$ cat config.mk
export PLATFORM = sky130hd
export DESIGN_NAME = sc_char_io
export DESIGN_NICKNAME = d
export VERILOG_FILES = /design/src/rtl/sc_pkg.sv /design/src/rtl/sc_baud.sv /design/src/rtl/sc_tx.sv /design/src/rtl/sc_rx.sv /design/src/rtl/sc_char_io.sv
export SDC_FILE = /design/constraint.sdc
export NUM_CORES = 1
export LEC_CHECK = 0
export BUFFER_PORTS_ARGS = -buffer_cell sky130_fd_sc_hd__buf_2
export CORE_MARGIN = 1
export CORE_UTILIZATION = 48
export CTS_CLUSTER_DIAMETER = 60
export DETAILED_ROUTE_END_ITERATION = 8
export PLACE_DENSITY = 0.69
export RECOVER_POWER = 100
export SLEW_MARGIN = 15
export SYNTH_ARGS = -nofsm -noshare
export SYNTH_HDL_FRONTEND = slang
export SYNTH_SLANG_ARGS = --single-unit
$ cat constraint.sdc
create_clock -name clk -period 3.2 [get_ports clk]
set_input_delay 0.48 -clock clk [delete_from_list [all_inputs] [get_ports clk]]
set_output_delay 0.48 -clock clk [all_outputs]
set_load 0.05 [all_outputs]
$ cat src/rtl/sc_pkg.sv
`timescale 1ns/1ps
package sc_pkg;
  localparam int DATA_W = 8;

  function automatic logic [DATA_W-1:0] sc_rev(input logic [DATA_W-1:0] b);
    logic [DATA_W-1:0] r;
    for (int i = 0; i < DATA_W; i++) r[i] = b[DATA_W-1-i];
    return r;
  endfunction

  // byte -> line levels, element 0 goes out first
  function automatic logic [DATA_W-1:0] sc_encode(input logic [DATA_W-1:0] b,
                                                  input logic msb, input logic inv);
    logic [DATA_W-1:0] o;
    o = msb ? sc_rev(b) : b;
    return o ^ {DATA_W{inv}};
  endfunction

  // line levels in arrival order -> byte
  function automatic logic [DATA_W-1:0] sc_decode(input logic [DATA_W-1:0] v,
                                                  input logic msb, input logic inv);
    logic [DATA_W-1:0] t;
    t = v ^ {DATA_W{inv}};
    return msb ? sc_rev(t) : t;
  endfunction

  // parity level, never inverted
  function automatic logic sc_parity(input logic [DATA_W-1:0] b, input logic odd);
    return (^b) ^ odd;
  endfunction
endpackage

$ cat src/rtl/sc_baud.sv
`timescale 1ns/1ps
module sc_baud #(
  parameter int DIV_W = 8,
  parameter int SEL_W = 2
) (
  input  logic             clk,
  input  logic             rst_n,
  input  logic [DIV_W-1:0] divisor,
  input  logic [SEL_W-1:0] presel,
  output logic             half_tick,
  output logic             clk_phase
);
  localparam int PRE_W = 2 * ((1 << SEL_W) - 1);

  logic [PRE_W-1:0] pre_cnt, pre_limit;
  logic [DIV_W-1:0] div_cnt;
  logic             pre_wrap;

  always_comb begin
    for (int i = 0; i < PRE_W; i++) pre_limit[i] = (i < 2 * int'(presel));
  end

  assign pre_wrap  = (pre_cnt >= pre_limit);
  assign half_tick = pre_wrap && (div_cnt >= divisor);

  always_ff @(posedge clk) begin
    if (!rst_n) begin
      pre_cnt   <= '0;
      div_cnt   <= '0;
      clk_phase <= 1'b0;
    end else begin
      if (pre_wrap) begin
        pre_cnt <= '0;
        div_cnt <= (div_cnt >= divisor) ? '0 : div_cnt + 1'b1;
      end else begin
        pre_cnt <= pre_cnt + 1'b1;
      end
      if (half_tick) clk_phase <= ~clk_phase;
    end
  end
endmodule

$ cat src/rtl/sc_tx.sv
`timescale 1ns/1ps
module sc_tx
  import sc_pkg::*;
#(
  parameter int HALF_PER_BIT = 744,
  parameter int GUARD_BITS   = 2
) (
  input  logic              clk,
  input  logic              rst_n,
  input  logic              half_tick,
  input  logic              msb_first,
  input  logic              invert_data,
  input  logic              odd_parity,
  input  logic [DATA_W-1:0] tx_data,
  input  logic              tx_send,
  output logic              tx_busy,
  output logic              line_level
);
  localparam int FRAME = DATA_W + 2 + GUARD_BITS;
  localparam int CNT_W = $clog2(HALF_PER_BIT);
  localparam int IDX_W = $clog2(FRAME);

  logic [FRAME-1:0] shreg;
  logic [CNT_W-1:0] etu_cnt;
  logic [IDX_W-1:0] bit_idx;
  logic             accept, bit_end;

  assign accept     = tx_send && !tx_busy;
  assign bit_end    = tx_busy && half_tick && (etu_cnt == CNT_W'(HALF_PER_BIT - 1));
  assign line_level = tx_busy ? shreg[0] : 1'b1;

  always_ff @(posedge clk) begin
    if (!rst_n) begin
      shreg   <= '1;
      etu_cnt <= '0;
      bit_idx <= '0;
      tx_busy <= 1'b0;
    end else if (accept) begin
      shreg   <= {{GUARD_BITS{1'b1}}, sc_parity(tx_data, odd_parity),
                  sc_encode(tx_data, msb_first, invert_data), 1'b0};
      etu_cnt <= '0;
      bit_idx <= '0;
      tx_busy <= 1'b1;
    end else if (bit_end) begin
      etu_cnt <= '0;
      shreg   <= {1'b1, shreg[FRAME-1:1]};
      if (bit_idx == IDX_W'(FRAME - 1)) tx_busy <= 1'b0;
      else bit_idx <= bit_idx + 1'b1;
    end else if (tx_busy && half_tick) begin
      etu_cnt <= etu_cnt + 1'b1;
    end
  end
endmodule

$ cat src/rtl/sc_rx.sv
`timescale 1ns/1ps
module sc_rx
  import sc_pkg::*;
#(
  parameter int HALF_PER_BIT = 744,
  parameter int SYNC_STAGES  = 2
) (
  input  logic              clk,
  input  logic              rst_n,
  input  logic              half_tick,
  input  logic              msb_first,
  input  logic              invert_data,
  input  logic              odd_parity,
  input  logic              io_in,
  output logic [DATA_W-1:0] rx_data,
  output logic              rx_parity_err,
  output logic              rx_done
);
  localparam int CNT_W = $clog2(HALF_PER_BIT);
  localparam int IDX_W = $clog2(DATA_W + 2);
  localparam int MID   = HALF_PER_BIT / 2 - 1;

  logic [SYNC_STAGES-1:0] sync;
  logic                   rx_s, rx_prev, active, fall, sample_hit;
  logic [CNT_W-1:0]       etu_cnt;
  logic [IDX_W-1:0]       bit_idx;
  logic [DATA_W-1:0]      vec, decoded;

  assign rx_s       = sync[SYNC_STAGES-1];
  assign fall       = rx_prev && !rx_s;
  assign sample_hit = active && half_tick && (etu_cnt == CNT_W'(MID));
  assign decoded    = sc_decode(vec, msb_first, invert_data);

  always_ff @(posedge clk) begin
    if (!rst_n) begin
      sync    <= '1;
      rx_prev <= 1'b1;
    end else begin
      sync    <= {sync[SYNC_STAGES-2:0], io_in};
      rx_prev <= rx_s;
    end
  end

  always_ff @(posedge clk) begin
    if (!rst_n) begin
      active        <= 1'b0;
      etu_cnt       <= '0;
      bit_idx       <= '0;
      vec           <= '0;
      rx_data       <= '0;
      rx_parity_err <= 1'b0;
      rx_done       <= 1'b0;
    end else begin
      rx_done <= 1'b0;
      if (!active) begin
        if (fall) begin
          active  <= 1'b1;
          etu_cnt <= '0;
          bit_idx <= '0;
        end
      end else begin
        if (half_tick)
          etu_cnt <= (etu_cnt == CNT_W'(HALF_PER_BIT - 1)) ? '0 : etu_cnt + 1'b1;
        if (sample_hit) begin
          bit_idx <= bit_idx + 1'b1;
          if (bit_idx == '0) begin
            if (rx_s) active <= 1'b0;          // start bit gone: glitch
          end else if (bit_idx == IDX_W'(DATA_W + 1)) begin
            rx_data       <= decoded;
            rx_parity_err <= rx_s != sc_parity(decoded, odd_parity);
            rx_done       <= 1'b1;
            active        <= 1'b0;
          end else begin
            vec <= {rx_s, vec[DATA_W-1:1]};
          end
        end
      end
    end
  end
endmodule

$ cat src/rtl/sc_char_io.sv
`timescale 1ns/1ps
module sc_char_io
  import sc_pkg::*;
#(
  parameter int DIV_W       = 8,
  parameter int SEL_W       = 2,
  parameter int CLK_PER_ETU = 372,
  parameter int GUARD_BITS  = 2,
  parameter int SYNC_STAGES = 2
) (
  input  logic              clk,
  input  logic              rst_n,
  input  logic [DIV_W-1:0]  divisor,
  input  logic [SEL_W-1:0]  presel,
  input  logic              msb_first,
  input  logic              invert_data,
  input  logic              odd_parity,
  input  logic              clk_out_en,
  input  logic [DATA_W-1:0] tx_data,
  input  logic              tx_send,
  output logic              tx_busy,
  output logic [DATA_W-1:0] rx_data,
  output logic              rx_parity_err,
  output logic              rx_done,
  output logic              io_out,
  output logic              io_oe,
  input  logic              io_in,
  output logic              card_clk
);
  localparam int HALF_PER_BIT = 2 * CLK_PER_ETU;

  logic half_tick, clk_phase, line_level;

  sc_baud #(.DIV_W(DIV_W), .SEL_W(SEL_W)) u_baud (
    .clk(clk), .rst_n(rst_n), .divisor(divisor), .presel(presel),
    .half_tick(half_tick), .clk_phase(clk_phase)
  );

  sc_tx #(.HALF_PER_BIT(HALF_PER_BIT), .GUARD_BITS(GUARD_BITS)) u_tx (
    .clk(clk), .rst_n(rst_n), .half_tick(half_tick),
    .msb_first(msb_first), .invert_data(invert_data), .odd_parity(odd_parity),
    .tx_data(tx_data), .tx_send(tx_send), .tx_busy(tx_busy), .line_level(line_level)
  );

  sc_rx #(.HALF_PER_BIT(HALF_PER_BIT), .SYNC_STAGES(SYNC_STAGES)) u_rx (
    .clk(clk), .rst_n(rst_n), .half_tick(half_tick),
    .msb_first(msb_first), .invert_data(invert_data), .odd_parity(odd_parity),
    .io_in(io_in), .rx_data(rx_data), .rx_parity_err(rx_parity_err), .rx_done(rx_done)
  );

  assign io_out   = line_level;
  assign io_oe    = !line_level;
  assign card_clk = clk_phase && clk_out_en;
endmodule

==> flow_summary_export.csv, run 1 <==
group,metric,value,unit
sta,finClkSkew,0.007594,ns
pwr,powerDensity,368.8,nW/um^2
logic_synthesis,syn_avg_cell_area,8.742,sq um
floorplanning,design.die.area,9956,sq um
worst_setup_path,crit_arrival,3.03,ns
run,cap_violations,0,
logic_synthesis,ys_seq_area_share,33.15,%
finish,final_nets,603,
detailed_routing,ant_nets,0,
global_route,antenna_found_initial,0,
floorplanning,die_w,99.78,um
floorplanning,dieHeight,99.78,um
pwr,vdd_drop_max,0.0002505,V
placement,dp_hpwl,7.353,mm
detailed_routing,vias,4110,
worst_setup_path,worstRegToRegCells,8,
floorplanning,core_area,9240,sq um
detailed_routing,wirelength,10.39,mm
global_route,grt_pass1_wl,17.48,mm
cts,cts_buffer_depth,2,
floorplanning,io_pins,40,
worst_setup_path,reg2reg_to,"u_tx.shreg[9]$_SDFFE_PN1P_",
sta,timing.final.ws_setup,0.4121,ns
logic_synthesis,ys_ff_latch,76,
detailed_routing,dr.first_iter.drc_count,169,
placement,dp_slack,0.2739,ns
cts,path_clk_slew,0.08,ns
floorplanning,start_util,49.67,%
global_route,grt_usage,21.62,%
cts,htreeDepth,3,
worst_setup_path,r2r-start,"u_baud.pre_cnt[0]$_SDFF_PP0_",
global_route,grt_max_degree,46,
worst_hold_path,whs_path_depth,2,
cts,worstSkewPairLatency,0.34,ns
finish,drive_gt1_share,11.47,%
sta,fin_crit_sh,87.12,%
cts,root_buffer,"clkbuf_8",
cts,cts_hold_buf,0,
cts,cts_buffers,9,
worst_setup_path,reg2reg_slack,0.54,ns
cts,cts.sinks,76,
worst_setup_path,worst_setup_path_start_kind,"input pin",
detailed_routing,firstDrtPassIters,5,
placement,placed_cell_area,4928,sq um
logic_synthesis,synth_ff_type,"dfxtp_1",
logic_synthesis,postSynthCellCount,525,
sta,max_slew_margin,41.08,%
logic_synthesis,post_synth_num_cell_types,60,
logic_synthesis,synth.net_count,573,
logic_synthesis,ys_warn_count,0,
placement,routabilityCongestion,0.8564,
cts,post_cts_buffers,0,
detailed_routing,wl_per_cell,15.12,um
sta,finalHoldViolations,0,
sta,maxSlewViolCount,0,
finish,layout_commonest_cell,"dfxtp_1",
logic_synthesis,synth_area,4589,sq um
finish,seqCellArea,1521,sq um
worst_setup_path,worstPathRequired,3.44,ns
worst_hold_path,worstHoldStart,"io_in",
cts,cts_resized,0,
finish,num_antenna_cells,0,
sta,max_freq,0.3587,GHz
sta,rsz0062_at_grt,"false",
logic_synthesis,synth_edf_count,0,
logic_synthesis,async_reset_ff_share,0,%
cts,cts_tree,"yes",
finish,mostFrequentLayoutCells,"dfxtp_1 (76), a21oi_1 (39), nand2_1 (36), nor2_1 (36), xnor2_1 (35)",
worst_hold_path,hp-class,"input pin to flop",
sta,holdWs,0.3152,ns
detailed_routing,vias_per_cell,5.983,
detailed_routing,drc,0,
sta,period_minus_slack,2.788,ns
global_route,grt_pass1_vias,3757,
finish,design_area,4985,sq um
floorplanning,rows,35,
worst_hold_path,whs_endpoint,"u_rx.sync[0]$_SDFF_PN1_",
worst_setup_path,crit_type,"input pin to flop",
sta,worst_slew_pin_slew,0.8838,ns
placement,port_buffers,39,
finish,syn_to_final_growth,8.615,%
sta,setup-tns-final,0,ns
outcome,status,"finished, final reports clean",
finish,fill_cells,907,
global_route,overflow,0,
finish,post-route-util,53.95,%
pwr,leakagePower,1.731,nW
worst_setup_path,crit_fanout,45,
sta,setup_violations,0,
worst_setup_path,endpoint_kind,"flop",
finish,multi_input_area,2754,sq um
synthesized netlist by cell type (all sizes together) (17+ instances only):
cell	number	area share, %
dfxtp	76	33
mux2i	23	5.0
clkbuf	21	1.7
nor2	36	2.9
a21oi	39	4.3
o31ai	31	6.5
nand2	36	2.9
xnor2	35	6.7
nand4	31	4.2
inv	26	2.1
nand3	17	2.1
ha	22	6.0
worst max path at each step:
stage,start,endpoint,cells after the start,slack (ns)
final,presel[1],u_tx.shreg[9]$_SDFFE_PN1P_,9,0.41
after global routing,presel[1],u_tx.shreg[8]$_SDFFE_PN1P_,9,0.28
after CTS,u_baud.div_cnt[0]$_SDFFE_PN0P_,u_tx.shreg[0]$_SDFFE_PN1P_,7,0.62
after detailed placement,presel[1],u_tx.shreg[9]$_SDFFE_PN1P_,9,0.27
after global placement,presel[1],u_tx.shreg[9]$_SDFFE_PN1P_,9,0.35
after floorplan,presel[1],u_tx.bit_idx[2]$_SDFFE_PP0P_,9,0.69
layout make-up:
class                      count  share of cell area [%]
tap                          129                   3.238
clock inverter                 3                  0.3012
inverter                      27                   2.033
sequential                    76                   30.52
clock buffer                  11                   2.836
multi-input combinational    388                   55.25
timing repair buffer          53                   5.823
sequential cells by signal, indices dropped and copies added, names as in the netlist:
signal and cells:
u_baud.clk_phase 1, u_baud.div_cnt 8, u_baud.pre_cnt 6, u_rx.active 1, u_rx.bit_idx 4, u_rx.etu_cnt 10, u_rx.rx_data 8, u_rx.rx_done 1
u_rx.rx_parity_err 1, u_rx.rx_prev 1, u_rx.sync 2, u_rx.vec 8, u_tx.bit_idx 4, u_tx.etu_cnt 10, u_tx.shreg 10, u_tx.tx_busy 1
cell families after synthesis:
| group | count (synthesis) | synth area share, % |
|---|---|---|
| compound gates | 129 | 20.99 |
| fa+ha+maj | 22 | 5.998 |
| buf+inv | 61 | 6.134 |
| simple gates | 174 | 21.07 |
| mux | 23 | 5.016 |
| flops | 76 | 33.15 |
| xor+xnor | 40 | 7.633 |
metal layers:
metal  vias up  track usage [%]  part of all wire (%)
met5         -                0                     0
met4         0            5.882                   1.3
met3        11            4.596                   4.1
met2        89            36.82                    49
met1      1983            27.69                    45
li1       2027                -                     -
through the flow:
step                      cells  power, mW
final                       687      1.838
after global routing        687      1.920
after CTS                   687      1.868
after detailed placement    673      1.240
after global placement      673      1.234
after floorplan             525      1.168
worst max-delay path: stages:
cell      delay (ns)
clkbuf_1        0.09
or2_2           0.31
ha_1            0.30
nor2b_1         0.11
o21ai_0         0.16
a221oi_2        0.79
buf_12          0.30
o31ai_2         0.21
o22a_1          0.27
power by group:
part | switching, mW | total [mW] | internal (mW)
combinational | 0.142 | 0.232 | 0.0901
sequential | 0.0152 | 0.981 | 0.965
clock | 0.335 | 0.626 | 0.291
total | 0.492 | 1.84 | 1.35
No activity file was read; power rests on OpenSTA's default activity.
==> run 2: changes to the inputs <==
--- a/config.mk
+++ b/config.mk
@@ -7,10 +7,10 @@
 export LEC_CHECK = 0
 export BUFFER_PORTS_ARGS = -buffer_cell sky130_fd_sc_hd__buf_2
 export CORE_MARGIN = 1
-export CORE_UTILIZATION = 48
+export CORE_UTILIZATION = 60
 export CTS_CLUSTER_DIAMETER = 60
 export DETAILED_ROUTE_END_ITERATION = 8
-export PLACE_DENSITY = 0.69
+export PLACE_DENSITY = 0.83
 export RECOVER_POWER = 100
 export SLEW_MARGIN = 15
 export SYNTH_ARGS = -nofsm -noshare
==> constraint.sdc (replaced) <==
create_clock -name clk -period 2.82 [get_ports clk]
set_input_delay 0.423 -clock clk [delete_from_list [all_inputs] [get_ports clk]]
set_output_delay 0.423 -clock clk [all_outputs]
set_load 0.05 [all_outputs]
==> flow_summary_export.csv, run 2 (synthesized netlist as in run 1, its figures left out) <==
group,metric,value,unit
outcome,status,"finished, final reports clean",
worst_setup_path,crit_buf_inv,2,
cts,cts_buffers,9,
worst_setup_path,crit_arrival,2.92,ns
finish,fill_cells,620,
finish,drive_gt1_share,13.01,%
cts,root_buffer,"clkbuf_8",
worst_setup_path,crit_fanout,13,
worst_setup_path,crit_chain,"clkbuf_1, or2_2, ha_1, nor2b_1, o21ai_0, a221oi_4, clkbuf_2, o31ai_2, o22a_1",
cts,htreeDepth,3,
pwr,powerDensity,442.8,nW/um^2
worst_setup_path,worstRegToRegCells,8,
global_route,use_met1,33.14,%
global_route,gr-usage-met3,7.295,%
global_route,grt_max_degree,47,
worst_hold_path,whs_path_depth,2,
cts,post_cts_buffers,0,
cts,cts_tree,"yes",
pwr,leakagePower,1.775,nW
detailed_routing,vias_per_cell,6.237,
finish,reg_top3,"u_rx.etu_cnt: 10 flops, u_tx.etu_cnt: 10 flops, u_tx.shreg: 10 flops",
cts,cts_hold_buf,0,
global_route,antenna_found_initial,0,
detailed_routing,wirelength,10.66,mm
sta,setup_violations,0,
finish,final_nets,612,
global_route,grt_usage,28.21,%
sta,period_minus_slack,2.617,ns
detailed_routing,wl_per_cell,15.95,um
worst_setup_path,worstPathRequired,3.13,ns
detailed_routing,vias,4166,
worst_setup_path,critPathMaxStageDelay,0.74,ns
floorplanning,core_area,7331,sq um
sta,setup-tns-final,0,ns
sta,holdWs,0.2595,ns
floorplanning,dieHeight,89.46,um
run,cap_violations,0,
placement,port_buffers,39,
global_route,grt_pass1_vias,3894,
global_route,use_met2,49.06,%
worst_setup_path,cp.depth,9,
cts,path_clk_slew,0.08,ns
global_route,overflow,0,
global_route,grt.busiest_layer,"met2",
floorplanning,die_w,89.46,um
detailed_routing,drc,0,
placement,dp_hpwl,7.722,mm
floorplanning,start_util,62.60,%
sta,rsz0062_at_grt,"false",
floorplanning,rows,31,
finish,syn_to_final_growth,10.41,%
pwr,vdd_drop_max,0.0002907,V
sta,finalHoldViolations,0,
finish,post-route-util,69.12,%
finish,num_antenna_cells,0,
cts,cts_resized,0,
sta,maxSlewViolCount,0,
worst_setup_path,crit_type,"input pin to flop",
worst_setup_path,cp_slowest_cell,"o31ai_2",
sta,finClkSkew,0.007979,ns
worst_setup_path,crit_family,"compound AO/OA/AOI/OAI gates",
placement,routabilityCongestion,0.8699,
global_route,grt_pass1_wl,17.39,mm
sta,max_slew_margin,47.44,%
detailed_routing,firstDrtPassIters,6,
sta,fin_crit_sh,92.80,%
floorplanning,io_pins,40,
detailed_routing,dr.first_iter.drc_count,299,
cts,cts_buffer_depth,2,
floorplanning,design.die.area,8003,sq um
worst_hold_path,hp-class,"input pin to flop",
worst_setup_path,endpoint_kind,"flop",
worst_setup_path,worst_setup_path_start_kind,"input pin",
cts,cts.sinks,76,
cts,worstSkewPairLatency,0.36,ns
detailed_routing,ant_nets,0,
finish,mostFrequentLayoutCells,"dfxtp_1 (76), a21oi_1 (39), nand2_1 (36), nor2_1 (36), xnor2_1 (35)",
sta,worst_slew_pin_slew,0.7838,ns
sta,max_freq,0.3821,GHz
finish,layout_commonest_cell,"dfxtp_1",
[run 2: worst reg2reg max path, cell delays in order (launching register included)]
cell and delay, ns:
dfxtp_1 0.36, inv_1 0.09, ha_1 0.26, nand2b_1 0.15, a2111oi_2 0.54, o31a_2 0.39
clkbuf_1 0.39, nor3_1 0.13, a211oi_1 0.24
[run 2: final timing paths]
check / startpoint / end / slack [ns]
min: io_in / u_rx.sync[0]$_SDFF_PN1_ / 0.26
max: presel[1] / u_tx.shreg[9]$_SDFFE_PN1P_ / 0.20
max reg2reg: u_baud.div_cnt[0]$_SDFFE_PN0P_ / u_rx.rx_parity_err$_SDFFE_PN0P_ / 0.21
min reg2reg: u_rx.sync[0]$_SDFF_PN1_ / u_rx.sync[1]$_SDFF_PN1_ / 0.45
[run 2: area by class of cell]
cell class                      instances  area (sq um)  area share, %
Tap cell                               99         123.9          2.444
Sequential cell                        76          1521          30.02
Clock inverter                          3         45.04         0.8889
Multi-Input combinational cell        388          2784          54.94
Clock buffer                           13         158.9          3.136
Inverter                               27         101.3          2.000
Timing Repair Buffer                   62         332.8          6.568
[run 2: where the power goes]
group          leakage, nW  internal, mW  switching (mW)
sequential           0.616          1.10          0.0173
clock               0.0959         0.458           0.403
combinational         1.06         0.106           0.164
[run 2: routing by layer]
layer	routed length, um	vias up
met5	0	-
met4	183	0
met3	588	18
met2	5377	144
met1	4508	1962
li1	-	2042
[run 2: metrics by stage]
stage | power, mW | setup slack (ns) | instance area [sq um] | cells
after floorplan | 1.326 | 0.3651 | 4589 | 525
after detailed placement | 1.412 | 0.09156 | 4946 | 652
after global routing | 2.329 | 0.06858 | 5067 | 668
final | 2.244 | 0.2031 | 5067 | 668
after CTS | 2.259 | 0.2949 | 5150 | 668
after global placement | 1.401 | 0.1274 | 4946 | 652
